[config.mk]
export PLATFORM = sky130hd
export DESIGN_NAME = pix_width_conv
export DESIGN_NICKNAME = d
export VERILOG_FILES = /design/src/rtl/pwc_pkg.sv /design/src/rtl/pwc_ctx_table.sv /design/src/rtl/pwc_slicer.sv /design/src/rtl/pwc_pacer.sv /design/src/rtl/pix_width_conv.sv
export SDC_FILE = /design/constraint.sdc
export NUM_CORES = 1
export LEC_CHECK = 0
export ABC_CLOCK_PERIOD_IN_PS = 4900
export BUFFER_PORTS_ARGS = -buffer_cell sky130_fd_sc_hd__buf_2
export CORE_ASPECT_RATIO = 1.75
export CORE_MARGIN = 2
export CORE_UTILIZATION = 42
export DETAILED_ROUTE_END_ITERATION = 7
export GPL_TIMING_DRIVEN = 0
export PLACE_DENSITY_LB_ADDON = 0.12
export SLEW_MARGIN = 20
export SYNTH_ARGS = -nofsm -noshare
export SYNTH_HDL_FRONTEND = slang
export SYNTH_SLANG_ARGS = --single-unit
[constraint.sdc]
create_clock -name clk -period 4.9 [get_ports clk]
set_input_delay 0.245 -clock clk [delete_from_list [all_inputs] [get_ports clk]]
set_output_delay 0.245 -clock clk [all_outputs]
set_load 0.005 [all_outputs]
[src/rtl/pwc_pkg.sv]
package pwc_pkg;
  localparam int THREADS = 32;
  localparam int IN_W    = 128;
  localparam int OUT_W   = 32;
  localparam int SZ_W    = 2;
  localparam int VC_W    = 2;
  localparam int DT_W    = 6;
  localparam int GAP_W   = 16;

  localparam int TID_W      = $clog2(THREADS);
  localparam int LANES      = IN_W / OUT_W;
  localparam int MAX_SLICES = IN_W / 8;
  localparam int IDX_W      = $clog2(MAX_SLICES);

  typedef struct packed {
    logic            en;
    logic [SZ_W-1:0] size;
    logic [VC_W-1:0] vc;
    logic [DT_W-1:0] dt;
  } ctx_t;

  // number of slices a word yields for a size code
  function automatic logic [IDX_W:0] slice_total(input logic [SZ_W-1:0] size);
    case (size)
      2'd0:    return (IDX_W+1)'(MAX_SLICES);
      2'd1:    return (IDX_W+1)'(IN_W / 16);
      default: return (IDX_W+1)'(LANES);
    endcase
  endfunction

  // slice idx of word w, zero-extended to the output width
  function automatic logic [OUT_W-1:0] slice_pick(input logic [IN_W-1:0] w,
                                                  input logic [SZ_W-1:0] size,
                                                  input logic [IDX_W-1:0] idx);
    case (size)
      2'd0:    return OUT_W'(w[{idx, 3'b000} +: 8]);
      2'd1:    return OUT_W'(w[{idx[2:0], 4'b0000} +: 16]);
      default: return w[{idx[1:0], 5'b00000} +: OUT_W];
    endcase
  endfunction

  // timer reload: a gap of g edges counts g-1 down to zero
  function automatic logic [GAP_W-1:0] gap_load(input logic [GAP_W-1:0] g);
    return (g == '0) ? '0 : g - GAP_W'(1);
  endfunction
endpackage

[src/rtl/pwc_ctx_table.sv]
module pwc_ctx_table
  import pwc_pkg::*;
#(
  parameter int N_CTX = THREADS
) (
  input  logic             clk,
  input  logic             rst_n,
  input  logic             wr_valid,
  input  logic [TID_W-1:0] wr_idx,
  input  ctx_t             wr_data,
  input  logic [TID_W-1:0] rd_idx,
  output ctx_t             rd_data
);
  ctx_t entry [N_CTX];

  for (genvar g = 0; g < N_CTX; g++) begin : g_entry
    always_ff @(posedge clk) begin
      if (!rst_n)
        entry[g] <= '0;
      else if (wr_valid && (wr_idx == TID_W'(g)))
        entry[g] <= wr_data;
    end
  end

  assign rd_data = entry[rd_idx];
endmodule

[src/rtl/pwc_slicer.sv]
module pwc_slicer
  import pwc_pkg::*;
(
  input  logic             clk,
  input  logic             rst_n,
  input  logic             load,
  input  logic [IN_W-1:0]  word,
  input  ctx_t             ctx,
  input  logic             sol,
  input  logic             eof,
  output logic             busy,
  output logic             last,
  output logic [SZ_W-1:0]  cur_size,
  output logic [OUT_W-1:0] out_data,
  output logic [VC_W-1:0]  out_vc,
  output logic [DT_W-1:0]  out_dtype,
  output logic             out_sol,
  output logic             out_eof
);
  logic [IN_W-1:0]  word_q;
  logic [SZ_W-1:0]  size_q;
  logic [VC_W-1:0]  vc_q;
  logic [DT_W-1:0]  dt_q;
  logic             sol_q;
  logic             eof_q;
  logic [IDX_W-1:0] idx_q;
  logic             busy_q;

  always_ff @(posedge clk) begin
    if (!rst_n) begin
      busy_q <= 1'b0;
      idx_q  <= '0;
      word_q <= '0;
      size_q <= '0;
      vc_q   <= '0;
      dt_q   <= '0;
      sol_q  <= 1'b0;
      eof_q  <= 1'b0;
    end else if (load) begin
      busy_q <= 1'b1;
      idx_q  <= '0;
      word_q <= word;
      size_q <= ctx.size;
      vc_q   <= ctx.vc;
      dt_q   <= ctx.dt;
      sol_q  <= sol;
      eof_q  <= eof;
    end else if (busy_q) begin
      if (last) busy_q <= 1'b0;
      else      idx_q  <= idx_q + IDX_W'(1);
    end
  end

  assign busy      = busy_q;
  assign last      = busy_q && ({1'b0, idx_q} == slice_total(size_q) - (IDX_W+1)'(1));
  assign cur_size  = size_q;
  assign out_data  = busy_q ? slice_pick(word_q, size_q, idx_q) : '0;
  assign out_vc    = vc_q;
  assign out_dtype = dt_q;
  assign out_sol   = busy_q && sol_q && (idx_q == '0);
  assign out_eof   = last && eof_q;
endmodule

[src/rtl/pwc_pacer.sv]
module pwc_pacer
  import pwc_pkg::*;
(
  input  logic             clk,
  input  logic             rst_n,
  input  logic             acc_en,
  input  logic             sol,
  input  logic             eof,
  input  logic [GAP_W-1:0] line_gap,
  input  logic [GAP_W-1:0] frame_gap,
  output logic             line_open,
  output logic             frame_open
);
  logic [GAP_W-1:0] line_cnt;
  logic [GAP_W-1:0] frame_cnt;

  always_ff @(posedge clk) begin
    if (!rst_n)
      line_cnt <= '0;
    else if (acc_en && sol)
      line_cnt <= gap_load(line_gap);
    else if (line_cnt != '0)
      line_cnt <= line_cnt - GAP_W'(1);
  end

  always_ff @(posedge clk) begin
    if (!rst_n)
      frame_cnt <= '0;
    else if (acc_en && eof)
      frame_cnt <= gap_load(frame_gap);
    else if (frame_cnt != '0)
      frame_cnt <= frame_cnt - GAP_W'(1);
  end

  assign line_open  = (line_cnt == '0);
  assign frame_open = (frame_cnt == '0);
endmodule

[src/rtl/pix_width_conv.sv]
module pix_width_conv
  import pwc_pkg::*;
(
  input  logic             clk,
  input  logic             rst_n,
  input  logic             ctx_wr_valid,
  input  logic [TID_W-1:0] ctx_wr_idx,
  input  logic             ctx_wr_enable,
  input  logic [SZ_W-1:0]  ctx_wr_size,
  input  logic [VC_W-1:0]  ctx_wr_vc,
  input  logic [DT_W-1:0]  ctx_wr_dtype,
  input  logic [GAP_W-1:0] line_gap,
  input  logic [GAP_W-1:0] frame_gap,
  input  logic             in_valid,
  output logic             in_ready,
  input  logic [IN_W-1:0]  in_data,
  input  logic [TID_W-1:0] in_thread,
  input  logic             in_sol,
  input  logic             in_eof,
  output logic             out_valid,
  output logic [OUT_W-1:0] out_data,
  output logic [VC_W-1:0]  out_vc,
  output logic [DT_W-1:0]  out_dtype,
  output logic             out_sol,
  output logic             out_eof
);
  ctx_t            wr_ctx;
  ctx_t            rd_ctx;
  logic            rd_en;
  logic            busy;
  logic            last;
  logic            slicer_free;
  logic            line_open;
  logic            frame_open;
  logic            fwd_ready;
  logic            accept;
  logic            acc_en;
  logic [SZ_W-1:0] cur_size;

  assign wr_ctx = '{en: ctx_wr_enable, size: ctx_wr_size, vc: ctx_wr_vc, dt: ctx_wr_dtype};

  pwc_ctx_table #(.N_CTX(THREADS)) u_table (
    .clk      (clk),
    .rst_n    (rst_n),
    .wr_valid (ctx_wr_valid),
    .wr_idx   (ctx_wr_idx),
    .wr_data  (wr_ctx),
    .rd_idx   (in_thread),
    .rd_data  (rd_ctx)
  );

  assign rd_en       = rd_ctx.en;
  assign slicer_free = !busy || last;
  assign fwd_ready   = slicer_free && frame_open && (!in_sol || line_open);
  assign in_ready    = !rd_en || fwd_ready;
  assign accept      = in_valid && in_ready;
  assign acc_en      = accept && rd_en;

  pwc_slicer u_slicer (
    .clk       (clk),
    .rst_n     (rst_n),
    .load      (acc_en),
    .word      (in_data),
    .ctx       (rd_ctx),
    .sol       (in_sol),
    .eof       (in_eof),
    .busy      (busy),
    .last      (last),
    .cur_size  (cur_size),
    .out_data  (out_data),
    .out_vc    (out_vc),
    .out_dtype (out_dtype),
    .out_sol   (out_sol),
    .out_eof   (out_eof)
  );

  assign out_valid = busy;

  pwc_pacer u_pacer (
    .clk        (clk),
    .rst_n      (rst_n),
    .acc_en     (acc_en),
    .sol        (in_sol),
    .eof        (in_eof),
    .line_gap   (line_gap),
    .frame_gap  (frame_gap),
    .line_open  (line_open),
    .frame_open (frame_open)
  );
endmodule

==> impl_metrics.toml <==
[timing]
fin_setup_tns_ns = 0
slew_violations = 0
rsz0062_at_grt = "no"
layout_min_cycle_time_ns = 4.537
slew_headroom_pct = 19.72
fin_crit_sh_pct = 92.59
fmax_mhz = 220.4
hold_violations = 0
max_slew.worst_pin.slew_ns = 1.204
finClkSkew_ns = 0.02404
setup_violations = 0

[worst_setup_path]
path_cells = "clkbuf_1 -> buf_1 -> buf_2 -> buf_1 -> mux4_2 -> and3_1 -> buf_2"
endpoint_kind = "primary output"
cpLargestDelayFamily = "buffers and inverters"
r2r-start = "u_pacer.frame_cnt[10]$_SDFFE_PN0P_"
cp.arrival_ns = 4.29
cp.required_ns = 4.66
slowest_stage = "buf_1"
slowest_delay_ns = 0.80
crit_type = "flip-flop to primary output"
path_max_fanout = 10
path_buf_inv = 5
crit_start = "u_slicer.idx_q[1]$_SDFFE_PP0N_"
cp-start-kind = "flip-flop"

[placement]
port_buffers = 225
place_hpwl_um = 83930
routabilityCongestion = 1.070
placed_cells = 3286

[floorplanning]
core_area_um2 = 64180
dieHeight_um = 340.7
die-area_um2 = 66900
die_width_um = 196.4
boundaryPins = 231
start_util_pct = 42.39
core.rowCount = 123

[hold_path]
hp-class = "primary input to flip-flop"
hold_path.startpoint = "frame_gap[3]"

[pwr]
p_leak_nw = 12.68
p_per_area_nw_per_um2 = 353.0
vdd_drop_max_mv = 0.2808

[detailed_routing]
drt_iter0_markers = 1242
firstDrtPassIters = 5
drcViolationCount = 0
via_per_inst = 5.777
vias = 20456
wl_per_cell_um = 30.74
ant_nets = 0
wl_um = 108900

[synth]
netlist_area_um2 = 27200
synthesis.nets = 2436
synth.area.top_cells = "edfxtp_1 39%, mux4_2 15%, dfxtp_1 13%"
netlist.top_cell.by_area = "edfxtp_1"
yosysTopAreaCellShare_pct = 38.86
ys_types = 58
synth_edf_count = 352
synth-warning-count = 0
seq_area_frac_synth_pct = 51.88
ys.flop_type = "edfxtp_1"
syn_area_per_cell_um2 = 12.14
synth-seq-cells = 529
synth-async-reset-ratio_pct = 0
synthCells = 2240

[clock_tree]
cts_tree = "built"
cts.sinks = 529
h-tree-depth = 2
numCtsBuffers = 53
clk_pin_slew_ns = 0.06
cts_buffer_depth = 3
clockRootBuffer = "clkbuf_16"
clock_latency_ns = 0.64

[layout]
drive_above_1_share_pct = 20.95
fin_cells = 3541
nNetsFinal = 2877
fillers = 5665
layout_commonest_cell = "and2_1"
layout_common_cells = "354 x and2_1, 352 x edfxtp_1, 321 x nand2_1"
area_delta_synth_final_pct = 20.72
final_core_utilization_pct = 51.17

[grt]
first_global_vias = 21549
overflow = 0
antenna_found_initial = 7
grt_use_total_pct = 32.62
grt_max_degree = 15
grt_pass1_wl_um = 152600

[run]
cap_viol_max_count = 0

[status]
status = "finished clean"
-- sequential cells by signal, indices dropped and copies added, names as in the netlist --
name / flops
u_table.entry: 352
u_slicer.word_q: 128
u_pacer.frame_cnt: 16
u_pacer.line_cnt: 16
u_slicer.out_dtype: 6
u_slicer.idx_q: 4
u_slicer.cur_size: 2
u_slicer.out_vc: 2
u_slicer.busy: 1
u_slicer.eof_q: 1
u_slicer.sol_q: 1
-- layout make-up --
type                            instances  area, um^2  area share, %
Sequential cell                       529       14110          42.98
Multi-Input combinational cell       1505       12310          37.50
Timing Repair Buffer                  386        2723          8.291
Clock buffer                           79        1486          4.527
Tap cell                              812        1016          3.094
Buffer                                188       807.0          2.458
Clock inverter                         20       300.3         0.9145
Inverter                               18       67.56         0.2058
Antenna cell                            4       10.01        0.03048
-- metrics by stage --
stage / worst slack (ns) / area [um^2] / total power [mW] / hold WS (ns)
finish: 0.3630 / 32840 / 11.59 / 0.02900
global route: 0.3932 / 32830 / 11.97 / 0.04685
CTS: 0.4159 / 32820 / 11.65 / 0.009292
detailed placement: 1.109 / 29510 / 7.245 / 0.4559
global placement: 0.6493 / 29340 / 7.186 / 0.4493
floorplan: 2.453 / 27200 / 6.505 / 0.3838
-- Yosys cell counts (all sizes together) (7+ instances only) --
cell,n
and2,354
edfxtp,352
nand2,321
mux4,179
dfxtp,177
mux2i,172
clkbuf,140
nor2,90
o21ai,61
buf,48
a22oi,39
xnor2,35
a21oi,25
nand3,24
nor3,24
and3,23
xor2,21
inv,18
nor4,14
or4,12
o22ai,11
nand4,10
a41o,9
ha,9
mux2,9
a211oi,8
nor2b,8
nand2b,7
-- per-layer routing --
layer	track usage, %	up-vias	wire (um)
met5	0	-	76
li1	-	9042	-
met2	60.48	887	57170
met1	30.76	10181	34150
met3	5.514	336	6219
met4	27.94	10	11240
-- logic make-up after synthesis --
logic type      Yosys count  synth area share (%)
compound gates          176                 4.204
xor+xnor                 56                 1.803
fa+ha+maj                 9                0.4140
buf+inv                 206                 3.215
flops                   529                 51.88
mux                     360                 21.52
simple gates            904                 16.96
-- worst min-delay path, cell delays in order --
cell and delay [ns]:
buf_2 0.12, xnor2_1 0.10, o21ai_0 0.15
-- power by group --
group,switching [mW],internal [mW],leakage [nW],total (mW)
combinational,1.13,0.817,7.03,1.95
clock,1.85,2.47,0.861,4.32
sequential,0.251,5.07,4.79,5.32
-- worst paths after layout --
kind | end | slack, ns | cells past startpoint
setup / recovery | out_data[17] | 0.36 | 7
hold / removal | u_pacer.frame_cnt[3]$_SDFFE_PN0P_ | 0.03 | 3
setup reg to reg | u_pacer.frame_cnt[11]$_SDFFE_PN0P_ | 1.66 | 7
hold reg to reg | u_slicer.out_vc[0]$_SDFFE_PN0P_ | 0.48 | 2
-- repair_timing --
action	in CTS	in global routing
gates resized for setup	0	0
buffers inserted	0	0
hold endpoints to repair	155	0
hold buffers	152	0
endpoints found under the setup margin	0	0
(Power assumes the default switching activity.)
